$ cat src/rtl/cart_bank_pkg.sv
package cart_bank_pkg;
  parameter int PRG_BITS = 3;
  parameter int CHR_BITS = 4;
  localparam int REG_W      = PRG_BITS + 1 + CHR_BITS;
  localparam int MIRROR_POS = PRG_BITS;
  localparam int CHR_LSB    = PRG_BITS + 1;

  typedef struct packed {
    logic [CHR_BITS-1:0] chr_bank;
    logic                horiz;
    logic [PRG_BITS-1:0] prg_bank;
  } bank_reg_t;
endpackage

$ cat src/rtl/bank_latch.sv
module bank_latch
  import cart_bank_pkg::*;
(
  input  logic             clk,
  input  logic             rst,
  input  logic             wr,
  input  logic             sel_n,
  input  logic [REG_W-1:0] din,
  output bank_reg_t        q
);
  logic wr_prev;
  logic wr_rise;

  assign wr_rise = wr & ~wr_prev;

  always_ff @(posedge clk) begin
    if (rst) begin
      wr_prev <= 1'b0;
      q       <= '0;
    end else begin
      wr_prev <= wr;
      if (wr_rise && !sel_n) q <= bank_reg_t'(din);
    end
  end
endmodule

$ cat src/rtl/prg_addr_gate.sv
module prg_addr_gate #(
  parameter int N = 3
) (
  input  logic [N-1:0] bank,
  input  logic         a14,
  output logic [N-1:0] hi
);
  for (genvar i = 0; i < N; i++) begin : g_or
    assign hi[i] = bank[i] | a14;
  end
endmodule

$ cat src/rtl/nametable_mux.sv
module nametable_mux (
  input  logic sel_horiz,
  input  logic a10,
  input  logic a11,
  output logic y
);
  always_comb begin
    if (sel_horiz) y = a11;
    else           y = a10;
  end
endmodule

$ cat src/rtl/cart_bank_mapper.sv
module cart_bank_mapper
  import cart_bank_pkg::*;
(
  input  logic                clk,
  input  logic                rst,
  input  logic                cpu_a14,
  input  logic [REG_W-1:0]    cpu_data,
  input  logic                cpu_wr,
  input  logic                cpu_romsel_n,
  input  logic                ppu_a10,
  input  logic                ppu_a11,
  input  logic                ppu_a13,
  input  logic                ppu_rd_n,
  output logic [PRG_BITS-1:0] prg_hi,
  output logic [CHR_BITS-1:0] chr_hi,
  output logic                ciram_a10,
  output logic                chr_buf_oe_n
);
  bank_reg_t state;

  bank_latch u_latch (
    .clk   (clk),
    .rst   (rst),
    .wr    (cpu_wr),
    .sel_n (cpu_romsel_n),
    .din   (cpu_data),
    .q     (state)
  );

  prg_addr_gate #(.N(PRG_BITS)) u_prg (
    .bank (state.prg_bank),
    .a14  (cpu_a14),
    .hi   (prg_hi)
  );

  nametable_mux u_nt (
    .sel_horiz (state.horiz),
    .a10       (ppu_a10),
    .a11       (ppu_a11),
    .y         (ciram_a10)
  );

  assign chr_hi       = state.chr_bank;
  assign chr_buf_oe_n = ppu_a13 | ppu_rd_n;
endmodule

$ cat config.mk
export PLATFORM = sky130hd
export DESIGN_NAME = cart_bank_mapper
export DESIGN_NICKNAME = d
export VERILOG_FILES = /design/src/rtl/cart_bank_pkg.sv /design/src/rtl/bank_latch.sv /design/src/rtl/prg_addr_gate.sv /design/src/rtl/nametable_mux.sv /design/src/rtl/cart_bank_mapper.sv
export SDC_FILE = /design/constraint.sdc
export NUM_CORES = 1
export LEC_CHECK = 0
export BUFFER_PORTS_ARGS = -buffer_cell sky130_fd_sc_hd__buf_2
export CAP_MARGIN = 40
export CORE_AREA = 2 2 39 41
export CTS_BUF_LIST = sky130_fd_sc_hd__clkbuf_8 sky130_fd_sc_hd__clkbuf_16
export CTS_CLUSTER_DIAMETER = 50
export DETAILED_ROUTE_END_ITERATION = 12
export DIE_AREA = 0 0 41 43
export PLACE_DENSITY_LB_ADDON = 0.12
export SKIP_CTS_REPAIR_TIMING = 1
export SYNTH_ARGS = -nofsm -noshare
export SYNTH_HDL_FRONTEND = slang
export SYNTH_SLANG_ARGS = --single-unit
$ cat constraint.sdc
create_clock -name clk -period 1.8 [get_ports clk]
set_input_delay 0.36 -clock clk [delete_from_list [all_inputs] [get_ports clk]]
set_output_delay 0.36 -clock clk [all_outputs]
set_load 0.01 [all_outputs]
== Word level (Yosys, flattened, before mapping) ==
Index checks and enable logic that the tools add are counted.
Word-level totals
  register bits: 9
  bits of input ports: 17
  output and inout bits: 9
  logic and storage cells: 13
Cells by class
  multiplexer cells: 1
  bitwise gates (word level): 6
  reduce and logical (&&, ||, !) cells: 2
Operators by type and width (count)
  $or A1 B1 Y1: 4
  $and A1 B1 Y1: 1
  $logic_and A1 B1 Y1: 1
  $logic_not A1 Y1: 1
  $mux W1: 1
  $not A1 Y1: 1

== Depth between registers and ports, before layout ==
Gate-level depths: netlist of the first run.
  word-level depth: 3
  depth in mapped cells: 3
  depth with buffers taken out: 2

== Modules after synthesis ==
From an unflattened synthesis of the first run, not the netlist that was laid out.
Second synthesis, totals
  cell total of the unflattened synthesis: 42
  area total of the unflattened synthesis: 441.7 µm²
By module, submodules not included
  bank_latch: instances 1, cells an instance 37, area an instance 401.6 µm², seq. area each 180.2 µm²
  prg_addr_gate: instances 1, cells an instance 3, area an instance 18.8 µm², seq. area each 0.0 µm²
  nametable_mux: instances 1, cells an instance 1, area an instance 15.0 µm², seq. area each 0.0 µm²
  cart_bank_mapper: instances 1, cells an instance 1, area an instance 6.3 µm², seq. area each 0.0 µm²

== Worst setup path before layout of the first run ==
OpenSTA, ideal clock, no wires.
  path type: input -> output
  start point: input port ppu_rd_n
  end point: output port chr_buf_oe_n
  arrival time: 666 ps
  required time: 1440 ps
  slack: 774 ps
  stages: 1
  path buffers: 0
  cells stage by stage: or2_2
On the way
  longest elaborated chain between the ends: 1
Ends and longest elaborated chain
  start: declaration: line cart_bank_mapper.sv:13  | input logic ppu_rd_n,
  $or A1 B1 Y1: line cart_bank_mapper.sv:44  | assign chr_buf_oe_n = ppu_a13 | ppu_rd_n;
  end: declaration: line cart_bank_mapper.sv:17  | output logic chr_buf_oe_n
Every way passes these cells.

== Worst setup path after layout of the first run ==
  start point: register u_latch.q[3] (netlist bit)
  end point: output port ciram_a10
On the way
  longest elaborated chain between the ends: 1
Ends and longest elaborated chain
  start: declaration: line bank_latch.sv:9  | output bank_reg_t q
  start signal: assignment: line bank_latch.sv:22  | if (wr_rise && !sel_n) q <= bank_reg_t'(din);
  $mux W1: line nametable_mux.sv:8  | if (sel_horiz) y = a11;
  end: declaration: line cart_bank_mapper.sv:16  | output logic ciram_a10,
Every way passes these cells.

==> qor.txt, run 1 <==
Max frequency: 722 MHz
Flop pwr share: 0.420
GRT Util Overall: 0.109
Clock buffer depth: 2
Synth Cell Area: 468 sq um
CTS tree: yes
Largest net degree at the start of global routing: 18
Critical path depth in cells: 2
Worst slew margin: 0.858
Period utilization: 0.769
Clock latency at the later pin of the worst-skew pair: 0.23 ns
CP max-delay cell: dfxtp_1
PD cells: 830 nW/um^2
Hold slack: 0.363 ns
Antenna Violating Nets Remaining: 0
Initial Utilization: 0.338
ANT cells: 0
Layout cell share with drive strength beyond 1: 0.500
Internal: 0.000400 W
Crit-path cells: mux2_2 -> buf_2
DR iter-0 viols: 0
Clk slew on worst S/H paths: 0.05 ns
Row cnt: 14
Crit path max-delay family: flip-flops
Routed vias: 366
Synth area leaders: dfxtp_1 39%, nand2b_1 21%, mux2i_1 17%
Die area: 1760 sq um
Setup CP Type: register to primary output
Worst Reg-to-Reg Cells: 3
Setup TNS: 0 ns
Area leader, netlist: dfxtp_1
Worst Path Required: 1.44 ns
Worst-path maximum fanout: 2
Final min period: 1.38 ns
Post-DP HPWL: 598 microns
Total global routing overflow: 0
Chip height: 43 microns
I/O Pins: 26
Area Overhead vs Synth: 31.0%
Crit end category: primary output
Asr flop ratio synth: 0
Yosys warns: 0
CTS Buf Count: 3
RSZ-0062 raised after global routing: false
CP startpoint: u_latch.q[3]
Port Buf Inserts: 25
WL per Instance: 9.29 microns
Sequential area share after synthesis: 0.385
Pre-antenna DRT Iters: 1
Via-to-Cell Ratio: 4.26
Pre-CTS WS: 0.573 ns
Sw Share: 0.215
Combinational power share: 0.140
CP Launch Type: register
Total wire length: 799 microns
Yosys top cell area share: 0.385
DRC viols: 0
Static Leak: 0.288 nW
Vias in the first global route: 339
Layout fillers: 148
Crit path to: ciram_a10
CORE AREA: 1380 sq um
Top FF cell, synth: dfxtp_1
Outcome: finished, final reports clean
Post-synthesis register bit count: 9
Worst Max-Slew Pin Slew: 0.213 ns
First-pass GRT wire length: 1300 microns
Most frequent cells after synthesis: 16 x nand2b_1, 9 x dfxtp_1, 8 x mux2i_1
Final WS setup: 0.415 ns
Slew Viols, Final: 0
Post-synth EDFFs: 0
VDD IR max: 306 uV
Initial antenna violation count: 0
Worst path max stage delay: 0.33 ns
FF-to-FF Start: u_latch.wr_prev
R2R setup slack: 0.85 ns
MaxCap Viol Count: 0
R2R Path End: u_latch.q[7]
Final Wtd Congestion: 0.580
Cell count after synthesis: 46
Syn nets: 63
CP Data Arrival Time: 1.02 ns
Worst Hold Class: input pin to register
Clock Skews: 0.00423 ns
NetSw: 0.000109 W
Clock sink count: 9
Most frequent cell after synthesis: nand2b_1
Final Hold Viols: 0
Endpoints failing setup: 0
Syn_area_per_cell: 10.2 sq um
Unique masters post-synth: 9
Min-delay src: cpu_wr
Final #Nets: 88
CTS Root Cell: clkbuf_8
Pwr Total: 0.000509 W
Crit path buffers/inverters: 1
Htree depth: 1
Clock power share: 0.440
Die width: 41 microns
cell type report:
type / instances / area (sq um) / share of cell area
Sequential cell: 9 / 180 / 0.294
Clock buffer: 3 / 41.3 / 0.0673
Clock inverter: 1 / 3.75 / 0.00612
Timing Repair Buffer: 26 / 133 / 0.216
Tap cell: 16 / 20.0 / 0.0327
Multi-Input combinational cell: 31 / 235 / 0.384
cells by family after synthesis:
logic type,Yosys count,synth area share
flip-flops,9,0.385
AND/OR/NAND/NOR,22,0.307
buffers and inverters,6,0.112
multiplexers,9,0.195
worst reg2reg max path: cells and delay by family (launching register included):
kind,cells,cell delay [ns]
buffers and inverters,1,0.21
flip-flops,1,0.30
multiplexers,1,0.20
AND/OR/NAND/NOR,1,0.16
power by group through the flow:
| stage | sequential, W | clock [W] | combinational [W] |
|---|---|---|---|
| 2_1_floorplan | 0.000217 | 0 | 0.0000485 |
| 3_3_place_gp | 0.000218 | 0 | 0.0000717 |
| 3_5_place_dp | 0.000217 | 0 | 0.0000727 |
| 4_1_cts | 0.000214 | 0.000234 | 0.0000728 |
| 5_1_grt | 0.000215 | 0.000249 | 0.0000794 |
| 6_report | 0.000214 | 0.000224 | 0.0000711 |
worst min path at each step:
stage | cells past startpoint | to | slack (ns)
floorplan | 2 | u_latch.q[0] | 0.44
global placement | 2 | u_latch.q[4] | 0.46
detailed placement | 2 | u_latch.q[5] | 0.47
CTS | 2 | u_latch.wr_prev | 0.37
global route | 2 | u_latch.wr_prev | 0.38
finish | 2 | u_latch.wr_prev | 0.36
through the flow:
| step | instances | utilization | instance area [sq um] |
|---|---|---|---|
| global placement | 82 | 0.410 | 568 |
| detailed placement | 82 | 0.410 | 568 |
| finish | 86 | 0.443 | 613 |
| floorplan | 46 | - | 468 |
| global route | 86 | 0.443 | 613 |
| CTS | 86 | 0.443 | 613 |
routing by layer:
layer / part of all wire / track usage / vias up
li1: - / - / 190
met1: 0.49 / 0.143 / 162
met2: 0.44 / 0.153 / 14
met3: 0.076 / 0.0471 / 0
met4: 0 / 0.0400 / 0
met5: 0 / 0 / -
cells in the final DEF, fill, tap and decap left out:
cell	n
buf_2	25
nand2b_1	16
dfxtp_1	9
mux2i_1	8
or2_2	4
clkbuf_8	3
nor3b_2	1
nor2b_1	1
mux2_2	1
inv_1	1
buf_4	1
flip-flops by register name (all words and copies together), names as in the netlist:
name	cells
u_latch.q	8
u_latch.wr_prev	1
Power figures use the tool's default switching activity.
==> run 2: changes to the inputs <==
==> constraint.sdc (replaced) <==
create_clock -name clk -period 1.3 [get_ports clk]
set_input_delay 0.26 -clock clk [delete_from_list [all_inputs] [get_ports clk]]
set_output_delay 0.26 -clock clk [all_outputs]
set_load 0.01 [all_outputs]
==> qor.txt, run 2 (synthesis results as in run 1) <==
WHS Path Cells: 2 (unchanged)
Clock buffer depth: 2 (unchanged)
Crit-path cells: mux2_2 -> buf_2
Multi-input combinational cell area: 235 sq um (unchanged)
Worst Path Required: 1.04 ns (-0.40 ns)
Pre-antenna DRT Iters: 1 (unchanged)
CTS Root Cell: clkbuf_8
GRT Util Overall: 0.0915 (-0.0173)
Total wire length: 746 microns (-6.6%)
Area Overhead vs Synth: 31.3%
ANT cells: 0 (unchanged)
R2R Path End: u_latch.q[3]
DR WL met2: 325 microns (-6.9%)
CORE AREA: 1380 sq um (unchanged)
Sw Share: 0.209 (-0.00615)
CP Data Arrival Time: 0.99 ns (-0.03 ns)
Slew Viols, Final: 0 (unchanged)
Min-delay src: cpu_wr
R2R setup slack: 0.37 ns (-0.48 ns)
Layout cell share with drive strength beyond 1: 0.514 (+0.0143)
Worst slew margin: 0.865 (+0.00722)
Initial antenna violation count: 0 (unchanged)
Die width: 41 microns (unchanged)
Htree depth: 1 (unchanged)
Worst Reg-to-Reg Cells: 3 (unchanged)
Most frequent cells in the layout: 25 x buf_2, 16 x nand2b_1, 8 x mux2i_1, 8 x dfxtp_1, 4 x or2_2
Max frequency: 797 MHz
Vias in the first global route: 287 (-15%)
Worst Hold Class: input pin to register
CTS Buf Count: 3 (unchanged)
First-pass GRT wire length: 1090 microns (-16%)
WHS Endpoint: u_latch.wr_prev
Setup TNS: 0 ns (unchanged)
Chip height: 43 microns (unchanged)
Worst Max-Slew Pin Slew: 0.203 ns (-0.0108 ns)
Combinational power share: 0.140 (about the same)
CTS tree: yes
CP max-delay cell: dfxtp_2
Endpoints failing setup: 0 (unchanged)
Clock latency at the later pin of the worst-skew pair: 0.23 ns (about the same)
Top flop regs: u_latch.q: 8 flops, u_latch.wr_prev: 1 flops
Row cnt: 14 (unchanged)
Hold slack: 0.265 ns (-0.0980 ns)
Initial Utilization: 0.338 (unchanged)
Internal: 0.000553 W (+38%)
Clock Skews: 0.00125 ns (-0.00298 ns)
Largest reg by FF count: u_latch.q
Final #Nets: 88 (unchanged)
Die area: 1760 sq um (unchanged)
Outcome: finished, final reports clean
Period utilization: 0.965
Top Metal Used: met3
Crit end category: primary output
DRC viols: 0 (unchanged)
Clk slew on worst S/H paths: 0.04 ns (about the same)
RSZ-0062 raised after global routing: false
Final WS setup: 0.0457 ns (-0.369 ns)
VDD IR max: 752 uV (+150%)
Static Leak: 0.289 nW (+0.15%)
Largest net degree at the start of global routing: 18 (unchanged)
Most common cell after layout, fill and taps aside: buf_2
Worst path max stage delay: 0.32 ns (about the same)
Number of flip-flops in the largest register: 8 (unchanged)
WL met1: 354 microns (-9.0%)
Register Area: 181 sq um (+0.69%)
I/O Pins: 26 (unchanged)
Pre-CTS WS: 0.264 ns (-0.308 ns)
Via-to-Cell Ratio: 4.16 (-2.2%)
Final min period: 1.25 ns
Total global routing overflow: 0 (unchanged)
Setup CP Type: register to primary output
Antenna Violating Nets Remaining: 0 (unchanged)
Worst-path maximum fanout: 2 (unchanged)
FF-to-FF Start: u_latch.wr_prev
Final Hold Viols: 0 (unchanged)
PD cells: 1140 nW/um^2 (+37%)
CP Launch Type: register
Clock sink count: 9 (unchanged)
Clock power share: 0.436 (-0.004)
MaxCap Viol Count: 0 (unchanged)
Flop pwr share: 0.424 (+0.004)
Final Wtd Congestion: 0.554 (-4.4%)
Port Buf Inserts: 25 (unchanged)
Routed vias: 358 (-2.2%)
Layout fillers: 146 (-1.4%)
Met3 wire len: 65 microns (+6.6%)
WL per Instance: 8.67 microns (-6.6%)
NetSw: 0.000146 W (+33%)
DR iter-0 viols: 0 (unchanged)
Pwr Total: 0.000699 W (+37%)
-- run 2: cell counts in the layout (fill, tap and decap cells not counted) --
No cell type changed its count.
-- run 2: metrics by stage --
step / instances / instance area (sq um) / util
floorplan: 46 / 468 / -
global placement: 82 / 568 / 0.410
detailed placement: 82 / 568 / 0.410
CTS: 86 / 613 / 0.443
global route: 86 / 614 / 0.444
finish: 86 / 614 / 0.444
-- run 2: final cells by class --
class,instances,share of cell area
clock buffers,3,0.0672
flip-flops and latches,9,0.295
multi-input cells,31,0.383
clock inverters,1,0.00611
well taps,16,0.0326
repair buffers,26,0.216
-- run 2: power by group through the flow --
stage	logic, W	registers, W	clock network (W)
2_1_floorplan	0.0000671	0.000300	0
3_3_place_gp	0.0000992	0.000301	0
3_5_place_dp	0.0000994	0.000301	0
4_1_cts	0.0000998	0.000296	0.000320
5_1_grt	0.000108	0.000298	0.000334
6_report	0.0000976	0.000297	0.000305
-- run 2: critical path: cells and delay by family, from the launching register on --
| kind | cells | cell delay, ns |
|---|---|---|
| buf+inv | 1 | 0.13 |
| mux | 1 | 0.32 |
| flops | 1 | 0.32 |
-- run 2: worst max path at each step --
| stage | from | endpoint | slack, ns | cells after the start |
|---|---|---|---|---|
| after floorplan | u_latch.q[3] | ciram_a10 | 0.38 | 1 |
| after global placement | u_latch.q[3] | ciram_a10 | 0.27 | 2 |
| after detailed placement | u_latch.q[3] | ciram_a10 | 0.26 | 2 |
| after CTS | u_latch.q[3] | ciram_a10 | 0.02 | 2 |
| after global routing | u_latch.q[3] | ciram_a10 | 0.005 | 2 |
| final | u_latch.q[3] | ciram_a10 | 0.05 | 2 |
-- run 2: per-layer routing --
metal	vias up	GRT usage
li1	191	-
met1	153	0.110
met2	14	0.131
met3	0	0.0628
met4	0	0.0200
met5	-	0
==> run 3: changes to the inputs <==
--- a/config.mk
+++ b/config.mk
@@ -5,6 +5,7 @@
 export SDC_FILE = /design/constraint.sdc
 export NUM_CORES = 1
 export LEC_CHECK = 0
+export ABC_AREA = 1
 export BUFFER_PORTS_ARGS = -buffer_cell sky130_fd_sc_hd__buf_2
 export CAP_MARGIN = 40
 export CORE_AREA = 2 2 39 41
==> qor.txt, run 3 <==
CORE AREA: 1380 sq um (unchanged)
CP Data Arrival Time: 0.81 ns (-0.18 ns)
Syn nets: 85 (+35%)
Crit-path cells: inv_1 -> nand2_1 -> nand2_1 -> buf_2
Top flop regs: u_latch.q: 8 flops, u_latch.wr_prev: 1 flops
Pre-antenna DRT Iters: 4 (+3)
Synth Cell Area: 445 sq um (-4.8%)
Endpoints failing setup: 0 (unchanged)
Area leader, netlist: dfxtp_1
Top FF cell, synth: dfxtp_1
Worst path max stage delay: 0.32 ns (about the same)
Most frequent cell after synthesis: nand2_1
Most used routing layer: met2
Die area: 1760 sq um (unchanged)
Clk slew on worst S/H paths: 0.04 ns (about the same)
Post-synth EDFFs: 0 (unchanged)
Antenna Violating Nets Remaining: 0 (unchanged)
Clock sink count: 9 (unchanged)
Unique masters post-synth: 9 (unchanged)
WL per Instance: 7.06 microns (-19%)
Area Overhead vs Synth: 33.4%
DRC viols: 0 (unchanged)
Worst slew margin: 0.837 (-0.0278)
Worst Hold Class: input pin to register
Crit end category: primary output
Max frequency: 936 MHz (+17%)
Routed vias: 415 (+16%)
I/O Pins: 26 (unchanged)
Outcome: finished, final reports clean
Clock buffer depth: 2 (unchanged)
Most common cell after layout, fill and taps aside: buf_2
Total global routing overflow: 0 (unchanged)
Crit path max-delay family: flip-flops
Slew Viols, Final: 0 (unchanged)
Layout cell share with drive strength beyond 1: 0.348 (-0.166)
Clock Skews: 0.000628 ns (-0.000620 ns)
Routing usage on met3: 0.0471 (-0.0157)
Chip height: 43 microns (unchanged)
Cell count after synthesis: 68 (+48%)
ANT cells: 0 (unchanged)
Final min period: 1.07 ns (-0.185 ns)
Htree depth: 1 (unchanged)
Asr flop ratio synth: 0 (unchanged)
Most frequent cells after synthesis: 20 x nand2_1, 17 x nor2_1, 13 x inv_1
Crit path buffers/inverters: 2 (+1)
GR Util met1: 0.105 (-0.00476)
Yosys top cell area share: 0.404 (+0.0195)
Port Buf Inserts: 25 (unchanged)
Final Wtd Congestion: 0.563 (+1.5%)
Setup CP Type: register to primary output
RSZ-0062 raised after global routing: false
Largest net degree at the start of global routing: 17 (-1)
Met2 usage: 0.166 (+0.0344)
PD cells: 1210 nW/um^2 (+6.5%)
Initial antenna violation count: 0 (unchanged)
Period utilization: 0.822 (-0.143)
CTS Root Cell: clkbuf_8
Setup TNS: 0 ns (unchanged)
Worst Path Required: 1.04 ns (about the same)
CTS tree: yes
Final Hold Viols: 0 (unchanged)
Worst Max-Slew Pin Slew: 0.244 ns (+0.0414 ns)
Row cnt: 14 (unchanged)
CP max-delay cell: dfxtp_1
DR iter-0 viols: 6 (+6)
VDD IR max: 502 uV (-33%)
DP Area: 549 sq um (-3.3%)
Number of flip-flops in the largest register: 8 (unchanged)
Critical path's most frequent cell: nand2_1
Largest reg by FF count: u_latch.q
Final #Nets: 110 (+25%)
Pwr Total: 0.000720 W (+3.0%)
CP Launch Type: register
First-pass GRT wire length: 1250 microns (+14%)
Synth area leaders: dfxtp_1 40%, nand2_1 17%, nor2_1 14%
Static Leak: 0.367 nW (+27%)
Total wire length: 762 microns (+2.1%)
Post-DP HPWL: 589 microns
Die width: 41 microns (unchanged)
Post-synthesis register bit count: 9 (unchanged)
Vias in the first global route: 343 (+20%)
Syn_area_per_cell: 6.55 sq um (-36%)
Yosys warns: 0 (unchanged)
Clock latency at the later pin of the worst-skew pair: 0.23 ns (about the same)
Most frequent cells in the layout: 25 x buf_2, 20 x nand2_1, 17 x nor2_1, 14 x inv_1, 9 x dfxtp_1
CTS Buf Count: 3 (unchanged)
Worst-path maximum fanout: 2 (unchanged)
Fin util: 0.429 (-0.0145)
Initial Utilization: 0.322 (-0.0163)
Via-to-Cell Ratio: 3.84 (-7.7%)
MaxCap Viol Count: 0 (unchanged)
Post-route cell area: 594 sq um (-3.3%)
GRT Util Overall: 0.110 (+0.0186)
Sequential area share after synthesis: 0.404 (+0.0195)
run 3: logic make-up after synthesis:
family,count (synthesis),share of synthesized area
AND/OR/NAND/NOR,41,0.393
buffers and inverters,18,0.202
flip-flops,9,0.404
run 3: routing by layer:
| layer | part of all wire | vias to the layer above |
|---|---|---|
| met4 | 0.010 | 0 |
| li1 | - | 237 |
| met1 | 0.43 | 162 |
| met2 | 0.48 | 14 |
| met3 | 0.081 | 2 |
| met5 | 0 | - |
run 3: layout make-up:
| type | count | area (sq um) |
|---|---|---|
| fillers | 155 | 790 |
| flip-flops and latches | 9 | 180 |
| multi-input cells | 41 | 175 |
| clock inverters | 1 | 3.75 |
| well taps | 16 | 20.0 |
| repair buffers | 25 | 125 |
| clock buffers | 3 | 41.3 |
| inverters | 13 | 48.8 |
run 3: per-stage QoR:
stage | cells | hold WS [ns] | setup slack [ns]
2_1_floorplan | 68 | 0.331 | 0.474
3_3_place_gp | 104 | 0.430 | 0.279
3_5_place_dp | 104 | 0.435 | 0.278
4_1_cts | 108 | 0.195 | 0.222
5_1_grt | 108 | 0.217 | 0.146
6_report | 108 | 0.200 | 0.231
run 3: path summary, 6_finish.rpt:
| check | slack, ns | cells after the start | from | end |
|---|---|---|---|---|
| setup / recovery | 0.23 | 4 | u_latch.q[3] | ciram_a10 |
| hold / removal | 0.20 | 2 | rst | u_latch.wr_prev |
| setup reg to reg | 0.46 | 4 | u_latch.wr_prev | u_latch.q[0] |
| hold reg to reg | 0.51 | 4 | u_latch.q[5] | u_latch.q[5] |
run 3: where the power goes:
group          internal, W  leakage (nW)  total (W)  switching [W]
Sequential        0.000295        0.0742   0.000301     0.00000579
Clock             0.000205        0.0269   0.000307       0.000102
Combinational    0.0000514         0.266   0.000112      0.0000610
Total             0.000551         0.367   0.000720       0.000169
